File: config.mk
export PLATFORM = sky130hd
export DESIGN_NAME = field_rmw_engine
export DESIGN_NICKNAME = d
export VERILOG_FILES = /design/src/rtl/rmw_pkg.sv /design/src/rtl/rmw_field_merge.sv /design/src/rtl/rmw_condition.sv /design/src/rtl/rmw_sequencer.sv /design/src/rtl/field_rmw_engine.sv
export SDC_FILE = /design/constraint.sdc
export NUM_CORES = 1
export LEC_CHECK = 0
export BUFFER_PORTS_ARGS = -buffer_cell sky130_fd_sc_hd__buf_2
export CAP_MARGIN = 20
export CORE_MARGIN = 8
export CORE_UTILIZATION = 35
export DETAILED_ROUTE_END_ITERATION = 7
export PLACE_DENSITY = 0.49
export SLEW_MARGIN = 20
export SYNTH_ARGS = -nofsm -noshare
export SYNTH_HDL_FRONTEND = slang
export SYNTH_SLANG_ARGS = --single-unit
File: constraint.sdc
create_clock -name clk -period 7.3 [get_ports clk]
set_input_delay 0 -clock clk [delete_from_list [all_inputs] [get_ports clk]]
set_output_delay 0 -clock clk [all_outputs]
set_load 0.03 [all_outputs]
File: src/rtl/rmw_pkg.sv
// Shared constants and types for the bit-field read-modify-write engine.
// Assumes byte-wide peripheral registers and an 8-bit opcode/address/mask/payload split.
package rmw_pkg;
    localparam int          CMD_W        = 32;
    localparam int          BYTE_W       = 8;
    localparam int          HOST_ADDR_W  = 2;
    localparam logic [7:0]  OP_FIELD_RMW = 8'h22;

    localparam logic [HOST_ADDR_W-1:0] HA_RESULT = 2'd0;
    localparam logic [HOST_ADDR_W-1:0] HA_SCALE  = 2'd1;
    localparam logic [HOST_ADDR_W-1:0] HA_OFFSET = 2'd2;
    localparam logic [HOST_ADDR_W-1:0] HA_STATUS = 2'd3;

    typedef enum logic [1:0] {
        XK_READ    = 2'd0,
        XK_WRITE   = 2'd1,
        XK_CONVERT = 2'd2
    } xfer_kind_e;

    typedef enum logic [2:0] {
        SQ_IDLE,
        SQ_READ,
        SQ_WRITE,
        SQ_CONV,
        SQ_FINISH
    } seq_state_e;

    typedef struct packed {
        logic [7:0] opcode;
        logic [7:0] addr;
        logic [7:0] mask;
        logic [7:0] payload;
    } cmd_t;
endpackage

File: src/rtl/rmw_field_merge.sv
// Field merge: aligns a right-justified payload to the lowest set bit of the
// mask, confines it to the mask and replaces those bits of the read value.
// Assumes a purely combinational use; a zero mask returns the read value.
module rmw_field_merge #(
    parameter int W    = 8,
    localparam int SH_W = (W > 1) ? $clog2(W) : 1
) (
    input  logic [W-1:0] old_val,
    input  logic [W-1:0] mask,
    input  logic [W-1:0] payload,
    output logic [W-1:0] merged
);
    logic [SH_W-1:0] low_idx;
    logic [W-1:0]    placed;

    // Priority encoder: scan downward so the lowest set mask bit wins.
    always_comb begin
        low_idx = '0;
        for (int i = W - 1; i >= 0; i--) begin
            if (mask[i]) low_idx = SH_W'(i);
        end
    end

    // Shift the payload into place and merge it under the mask.
    always_comb begin
        placed = (payload << low_idx) & mask;
        merged = (old_val & ~mask) | placed;
    end
endmodule

File: src/rtl/rmw_condition.sv
// Conditioning datapath: sign-extends a raw reading, multiplies by a signed
// scale, shifts right arithmetically by FRAC_BITS and adds a signed offset.
// Assumes RES_W is wide enough for the result; it wraps modulo 2^RES_W.
module rmw_condition #(
    parameter int RAW_W     = 12,
    parameter int SCALE_W   = 16,
    parameter int FRAC_BITS = 8,
    parameter int RES_W     = 32,
    localparam int PROD_W   = RAW_W + SCALE_W
) (
    input  logic [RAW_W-1:0]   raw,
    input  logic [SCALE_W-1:0] scale,
    input  logic [RES_W-1:0]   offset,
    output logic [RES_W-1:0]   result
);
    logic signed [RAW_W-1:0]   raw_s;
    logic signed [SCALE_W-1:0] scale_s;
    logic signed [PROD_W-1:0]  product;
    logic signed [PROD_W-1:0]  shifted;
    logic        [RES_W-1:0]   widened;

    // Signed multiply with operands sign-extended to product width.
    always_comb begin
        raw_s   = raw;
        scale_s = scale;
        product = PROD_W'(raw_s) * PROD_W'(scale_s);
        shifted = product >>> FRAC_BITS;
    end

    // Bring the scaled value to result width, sign-extending or truncating.
    generate
        if (PROD_W < RES_W) begin : g_extend
            assign widened = {{(RES_W - PROD_W){shifted[PROD_W-1]}}, shifted};
        end else begin : g_trunc
            assign widened = shifted[RES_W-1:0];
        end
    endgenerate

    // Add the offset; wraparound is intended.
    always_comb result = widened + offset;
endmodule

File: src/rtl/rmw_sequencer.sv
// Command sequencer: accepts a command word, then steps through register read,
// register write and conversion requests on a request/acknowledge port.
// Assumes the acknowledge lasts one cycle and carries read data with it.
// A command is accepted while idle or in the final (finish) cycle of a run.
module rmw_sequencer
    import rmw_pkg::*;
#(
    parameter int RAW_W = 12,
    parameter int RD_W  = 12
) (
    input  logic              clk,
    input  logic              rst_n,
    input  logic              cmd_wr,
    input  logic [CMD_W-1:0]  cmd_word,
    input  logic              xfer_ack,
    input  logic [RD_W-1:0]   xfer_rdata,
    output logic              busy,
    output logic              err,
    output logic              xfer_req,
    output xfer_kind_e        xfer_kind,
    output logic [BYTE_W-1:0] xfer_addr,
    output logic [BYTE_W-1:0] old_byte,
    output logic [BYTE_W-1:0] fld_mask,
    output logic [BYTE_W-1:0] fld_payload,
    output logic [RAW_W-1:0]  raw,
    output logic              finish
);
    seq_state_e state_q, state_d;
    cmd_t       cmd_in;
    cmd_t       cmd_q;
    logic       can_accept;
    logic       start;

    // Decode the incoming command and decide whether it can be taken now.
    always_comb begin
        cmd_in     = cmd_t'(cmd_word);
        finish     = (state_q == SQ_FINISH);
        can_accept = cmd_wr && ((state_q == SQ_IDLE) || finish);
        start      = can_accept && (cmd_in.opcode == OP_FIELD_RMW);
    end

    // Next-state logic for the read, write, convert, finish sequence.
    always_comb begin
        state_d = state_q;
        unique case (state_q)
            SQ_IDLE:   if (start)    state_d = SQ_READ;
            SQ_READ:   if (xfer_ack) state_d = SQ_WRITE;
            SQ_WRITE:  if (xfer_ack) state_d = SQ_CONV;
            SQ_CONV:   if (xfer_ack) state_d = SQ_FINISH;
            SQ_FINISH: state_d = start ? SQ_READ : SQ_IDLE;
            default:   state_d = SQ_IDLE;
        endcase
    end

    // State register and command capture.
    always_ff @(posedge clk) begin
        if (!rst_n) begin
            state_q <= SQ_IDLE;
            cmd_q   <= '0;
        end else begin
            state_q <= state_d;
            if (start) cmd_q <= cmd_in;
        end
    end

    // Capture the byte read back and the raw conversion value on acknowledge.
    always_ff @(posedge clk) begin
        if (!rst_n) begin
            old_byte <= '0;
            raw      <= '0;
        end else if (xfer_ack) begin
            if (state_q == SQ_READ) old_byte <= xfer_rdata[BYTE_W-1:0];
            if (state_q == SQ_CONV) raw      <= xfer_rdata[RAW_W-1:0];
        end
    end

    // Error flag: set by a rejected command, cleared by an accepted one.
    always_ff @(posedge clk) begin
        if (!rst_n)         err <= 1'b0;
        else if (cmd_wr)    err <= !start;
    end

    // Request outputs follow the state register.
    always_comb begin
        busy        = (state_q != SQ_IDLE);
        xfer_req    = (state_q == SQ_READ) || (state_q == SQ_WRITE) || (state_q == SQ_CONV);
        xfer_kind   = (state_q == SQ_WRITE) ? XK_WRITE :
                      (state_q == SQ_CONV)  ? XK_CONVERT : XK_READ;
        xfer_addr   = cmd_q.addr;
        fld_mask    = cmd_q.mask;
        fld_payload = cmd_q.payload;
    end
endmodule

File: src/rtl/field_rmw_engine.sv
// Top of the bit-field read-modify-write engine: host register port, scale and
// offset registers, readback register, and the sequencer/merge/condition parts.
// Assumes host reads are combinational on host_addr and writes take one cycle.
module field_rmw_engine
    import rmw_pkg::*;
#(
    parameter int RAW_W     = 12,
    parameter int SCALE_W   = 16,
    parameter int FRAC_BITS = 8,
    parameter int RES_W     = 32,
    localparam int RD_W     = (RAW_W > BYTE_W) ? RAW_W : BYTE_W
) (
    input  logic                   clk,
    input  logic                   rst_n,
    input  logic                   host_we,
    input  logic [HOST_ADDR_W-1:0] host_addr,
    input  logic [CMD_W-1:0]       host_wdata,
    output logic [CMD_W-1:0]       host_rdata,
    output logic                   busy,
    output logic                   err,
    output logic                   xfer_req,
    output logic [1:0]             xfer_kind,
    output logic [BYTE_W-1:0]      xfer_addr,
    output logic [BYTE_W-1:0]      xfer_wdata,
    input  logic                   xfer_ack,
    input  logic [RD_W-1:0]        xfer_rdata
);
    localparam logic [SCALE_W-1:0] SCALE_UNITY = SCALE_W'(1) << FRAC_BITS;

    logic               cmd_wr;
    logic               seq_finish;
    xfer_kind_e         kind_e;
    logic [BYTE_W-1:0]  old_byte;
    logic [BYTE_W-1:0]  fld_mask;
    logic [BYTE_W-1:0]  fld_payload;
    logic [RAW_W-1:0]   raw;
    logic [SCALE_W-1:0] scale_q;
    logic [RES_W-1:0]   offset_q;
    logic [RES_W-1:0]   cond_val;
    logic [RES_W-1:0]   result_q;

    // Host write to the command address.
    always_comb cmd_wr = host_we && (host_addr == HA_RESULT);

    rmw_sequencer #(
        .RAW_W (RAW_W),
        .RD_W  (RD_W)
    ) u_seq (
        .clk         (clk),
        .rst_n       (rst_n),
        .cmd_wr      (cmd_wr),
        .cmd_word    (host_wdata),
        .xfer_ack    (xfer_ack),
        .xfer_rdata  (xfer_rdata),
        .busy        (busy),
        .err         (err),
        .xfer_req    (xfer_req),
        .xfer_kind   (kind_e),
        .xfer_addr   (xfer_addr),
        .old_byte    (old_byte),
        .fld_mask    (fld_mask),
        .fld_payload (fld_payload),
        .raw         (raw),
        .finish      (seq_finish)
    );

    rmw_field_merge #(
        .W (BYTE_W)
    ) u_merge (
        .old_val (old_byte),
        .mask    (fld_mask),
        .payload (fld_payload),
        .merged  (xfer_wdata)
    );

    rmw_condition #(
        .RAW_W     (RAW_W),
        .SCALE_W   (SCALE_W),
        .FRAC_BITS (FRAC_BITS),
        .RES_W     (RES_W)
    ) u_cond (
        .raw    (raw),
        .scale  (scale_q),
        .offset (offset_q),
        .result (cond_val)
    );

    // Present the transaction kind as a plain two-bit code.
    always_comb xfer_kind = kind_e;

    // Scale and offset registers written by the host.
    always_ff @(posedge clk) begin
        if (!rst_n) begin
            scale_q  <= SCALE_UNITY;
            offset_q <= '0;
        end else if (host_we) begin
            if (host_addr == HA_SCALE)  scale_q  <= host_wdata[SCALE_W-1:0];
            if (host_addr == HA_OFFSET) offset_q <= host_wdata[RES_W-1:0];
        end
    end

    // Readback register loads the conditioned value in the finish cycle.
    always_ff @(posedge clk) begin
        if (!rst_n)          result_q <= '0;
        else if (seq_finish) result_q <= cond_val;
    end

    // Host read multiplexer.
    always_comb begin
        unique case (host_addr)
            HA_RESULT: host_rdata = CMD_W'(result_q);
            HA_SCALE:  host_rdata = {{(CMD_W - SCALE_W){scale_q[SCALE_W-1]}}, scale_q};
            HA_OFFSET: host_rdata = CMD_W'(offset_q);
            HA_STATUS: host_rdata = {{(CMD_W - 2){1'b0}}, err, busy};
            default:   host_rdata = '0;
        endcase
    end
endmodule

Yosys cells after proc, flatten, opt, wreduce, memory -nomap -nowiden

Cells that the tools add are included.

Add/sub/neg operators: 1
Multiply operators: 1
Equal/unequal tests: 12
Shift-type cells: 1
Multiplexer cells: 17
Bitwise operators: 4
Reduce and logical (&&, ||, !) cells: 15

Operators by type and width:

| cell               | count |
|---|---|
| $pmux 32 s4        | 1 |
| $mux 3             | 12 |
| $add 32x32->32     | 1 |
| $mul 12x16->28     | 1 |
| $and 8x8->8        | 2 |
| $pmux 3 s5         | 1 |
| $eq 8x6->1 const B | 1 |
| $not 8->8          | 1 |
| $or 8x8->8         | 1 |
| $reduce_and 2->1   | 4 |
| $shl 8x3->8        | 1 |
| $eq 3x2->1 const B | 2 |
| $ne 2x2->1 const B | 3 |
| $eq 2x2->1 const B | 2 |
| $mux 2             | 2 |
| $reduce_and 4->1   | 1 |
| $eq 3x1->1 const B | 1 |
| $eq 3x3->1 const B | 1 |
| $logic_and 1x1->1  | 3 |
| $logic_not 3->1    | 1 |
| $logic_or 1x1->1   | 3 |
| $reduce_bool 3->1  | 1 |
| $eq 2x1->1 const B | 1 |
| $logic_not 2->1    | 1 |
| 3 further kinds    | 3 |

Register bits after elaboration: 128
Input port bits: 50
Output and inout port bits: 53
Word-level logic and storage cells: 61

Longest topological paths before layout

Depth in word-level cells: 11
Depth in mapped cells: 33
Gate-level depth less buffers: 31

Hierarchy

A second synthesis with hierarchy kept.

Cells, all modules: 1,640
Area, all modules: 14,335.0 um^2

By module, submodules not included:

| module           | times used | cells each | area an instance (um^2) | sequential area each (um^2) |
|---|---|---|---|---|
| rmw_condition    | 1          | 970        | 8,144.1                 | 0.0 |
| field_rmw_engine | 1          | 374        | 3,669.8                 | 1,601.5 |
| rmw_sequencer    | 1          | 213        | 1,980.6                 | 960.9 |
| rmw_field_merge  | 1          | 83         | 540.5                   | 0.0 |

Worst setup path after synthesis

No wires, ideal clock.

Kind: register to register
Start point: register u_seq.raw[3]
End point: register result_q[30]
Setup time: 122 ps
Arrival time: 6,890 ps
Data required time: 7,178 ps
Slack: 287 ps
Cell stages (with the launch flop): 29
Buffers on the path: 2
Period minus slack after synthesis: 7,013 ps
Cell sequence: dfxtp_1 > clkbuf_1 > clkbuf_1 > nand2_1 > fa_1 > fa_1 > inv_1 > fa_1 > fa_1 > inv_1 > fa_1 > inv_1 > ha_1 > a211o_1 > a21oi_2 > a21o_1 > a211oi_1 > a211oi_2 > nor3_2 > nor3b_4 > ha_1 > a21o_1 > a21o_1 > a221oi_1 > o21ai_0 > nor3_1 > a21oi_1 > xnor2_1 > o21ai_0

Cells in the longest elaborated chain, start to end: 2

Ends and longest elaborated chain:

| element                | RTL line                | text |
|---|---|---|
| start, declared        | rmw_sequencer.sv:25     | `output logic [RAW_W-1:0] raw,` |
| start signal, assigned | rmw_sequencer.sv:73     | `if (state_q == SQ_CONV) raw <= xfer_rdata[RAW_W-1:0];` |
| $mul 12x16->28         | rmw_condition.sv:26     | `product = PROD_W'(raw_s) * PROD_W'(scale_s);` |
| $add 32x32->32         | rmw_condition.sv:40     | `always_comb result = widened + offset;` |
| end signal, assigned   | field_rmw_engine.sv:105 | `else if (seq_finish) result_q <= cond_val;` |
| end, declared          | field_rmw_engine.sv:40  | `logic [RES_W-1:0] result_q;` |

No other way between the ends.
A chain may end at the register's enable or synchronous reset.

Worst setup path in the final report

Start point: register u_seq.raw[11]
End point: register result_q[27]

The elaborated chain is that of the path after synthesis.

==> out/qor.csv <==
metric,value,unit
outcome,finished clean,
Final Total Pwr,1.71,mW
Multi-input gate area,10400,µm²
Buf/Inv on CP,8,
DRC Markers,0,
CTS tree,built,
post-DP HPWL,33.3,mm
Hold Slack,0.0295,ns
final net count,2244,
syn_nets,2003,
total number of vias,11998,
crit path launch type,flop,
# rows,73,
maximum fanout along the worst path,6,
Period minus WS final,7.01,ns
Iteration-0 DRC Markers,430,
# diodes,0,
area grow syn2layout,25.2,%
GRT Residual Overflow,0,
FF+latch area,2590,µm²
RSZ-0062 raised after global routing,true,
PD cells,98.7,nW/µm²
HP Class,in -> reg,
share of cells above drive strength 1,0.192,
"most common cell after layout, fill and taps aside",nand2_1,
Clock Skews,0.00897,ns
die width,215,µm
clk slew on worst S/H paths,0.06,ns
most frequent cells in the layout,"nand2_1 (369), inv_1 (217), fa_1 (175)",
first-pass GRT wire length,68.0,mm
worst path required time,7.63,ns
yosys warns,0,
num ports,103,
Filler cells,3928,
GRT Total Usage,0.183,
Static Leakage,8.11,nW
Final Hold Fails,0,
crit-path max cell delay,0.60,ns
most frequent CP cell,fa_1,
Max Transition Viols Final,0,
H-tree depth,4,
initial antenna violation count,0,
RePlAce Congestion,0.879,
"FFs w/ async S/R, synth",0,
Fin Setup TNS,0,ns
Peak VDD IR,0.000144,V
"FF+latch count, synth",128,
Port Buffer Count,102,
setup violators final,0,
Syn Area/Cell,8.21,µm²
vias in the first global route,12498,
core area,39400,µm²
pin count of the biggest net entering global routing,90,
worst-margin pin slew,1.13,ns
root buf cell,clkbuf_16,
CP Data Arrival Time,7.33,ns
highest clock rate,143,MHz
Synth cell types,63,
CP endpoint kind,flop,
Starting Density,0.352,
Vias/cell,4.86,
CP max stage cell,fa_1,
wire per inst,16.8,µm
Post-synth EDFFs,0,
cells after synthesis,1688,
CTS Buf Count,17,
Die ar.,46200,µm²
WL final,41.5,mm
critical path's top delay family,adder cells,
post-route ant nets,0,
"Seq/Total Area, Yosys",0.185,
"buffers from clock root to sink, at most",2,
latest clock arrival within the worst-skew pair,0.44,ns
Mapped Area,13900,µm²
max_slew headroom,0.245,
critical path type,reg -> reg,
First-pass DRT Iterations,5,
CTS Sinks,128,
post-route clock period utilization,0.960,
most frequently used flop master after synthesis,dfxtp_1,
max_cap viols,0,
Chip Height,215,µm
flip-flops by register name, indices dropped and copies added (netlist names):
signal,flops
u_seq.old_byte,8
u_seq.err,1
u_seq.fld_mask,8
u_seq.raw,12
scale_q,16
result_q,32
u_seq.state_q,3
u_seq.fld_payload,8
offset_q,32
u_seq.xfer_addr,8
layout make-up:
| class | instances | share of cell area |
|---|---|---|
| multi-input cells | 1254 | 0.600 |
| inverters | 222 | 0.0482 |
| well taps | 525 | 0.0379 |
| repair buffers | 306 | 0.132 |
| clock inverters | 15 | 0.00793 |
| flip-flops and latches | 128 | 0.150 |
| clock buffers | 17 | 0.0245 |
final timing paths:
check | start | to | slack, ns | cells past startpoint
setup / recovery | u_seq.raw[11] | result_q[27] | 0.29 | 31
hold / removal | rst_n | result_q[18] | 0.03 | 2
setup reg to reg | u_seq.raw[11] | result_q[27] | 0.29 | 31
hold reg to reg | u_seq.xfer_addr[3] | u_seq.xfer_addr[3] | 0.46 | 2
what timing repair did:
action,4_1_cts,5_1_grt
hold endpoints to repair,94,0
resized for setup,8,79
hold buffers,45,0
buffers inserted,1,14
pin swaps,2,38
endpoints found under the setup margin,7,20
report_power, final:
| group | internal, mW | switching (mW) | total (mW) |
|---|---|---|---|
| registers | 0.707 | 0.0146 | 0.721 |
| clock network | 0.471 | 0.362 | 0.833 |
| logic | 0.0691 | 0.0888 | 0.158 |
cells by family after synthesis:
kind of cell / count (synthesis) / share of synthesized area
AOI/OAI and AO/OA: 304 / 0.145
DFF: 128 / 0.185
muxes: 40 / 0.0310
buffers and inverters: 306 / 0.0830
xor gates and xnor gates: 41 / 0.0269
and+or+nand+nor: 604 / 0.194
adders and majority gates: 265 / 0.335
routing by layer:
layer	global-route usage	part of all wire	vias up
li1	-	-	5878
met1	0.242	0.46	5855
met2	0.309	0.48	220
met3	0.0327	0.039	45
met4	0.0414	0.017	0
met5	0	0	-
Yosys cell counts, types with 3 or more instances:
master    number  share of area
nor2b_1       18         0.0081
mux2_2         3         0.0024
nor3b_1        4         0.0022
mux2i_1       35          0.025
a21boi_0      90          0.049
nand3_1       21         0.0076
nand3b_1       3         0.0016
inv_1        220          0.060
o21ai_0       69          0.025
o21ai_1        4         0.0014
a31oi_1        5         0.0023
o211ai_1       3         0.0016
ha_1          88          0.079
nand2_1      370           0.10
o21bai_1       4         0.0022
a211oi_1       8         0.0043
and2_1        72          0.033
dfxtp_1      128           0.18
a21o_1        19          0.010
nor2_1        62          0.017
nand2b_1       8         0.0036
o31ai_1        3         0.0016
nor3_1        21         0.0076
nand4_1        6         0.0027
fa_1         177           0.26
clkbuf_1      82          0.022
a211o_1        3         0.0019
xor2_1        13         0.0082
and3_1         6         0.0027
xnor2_1       27          0.017
a21oi_1       56          0.020
o21a_1        19          0.010
through the flow:
stage,utilization,worst slack [ns],area [µm²],std cells
after floorplan,-,0.287,13900,1688
after global placement,0.404,-0.0159,15900,2375
after detailed placement,0.404,-0.0200,15900,2377
after CTS,0.431,0.00350,17000,2455
after global routing,0.441,-0.0586,17400,2467
final,0.441,0.295,17400,2467
Note: power is estimated with default switching activity, not from simulation.
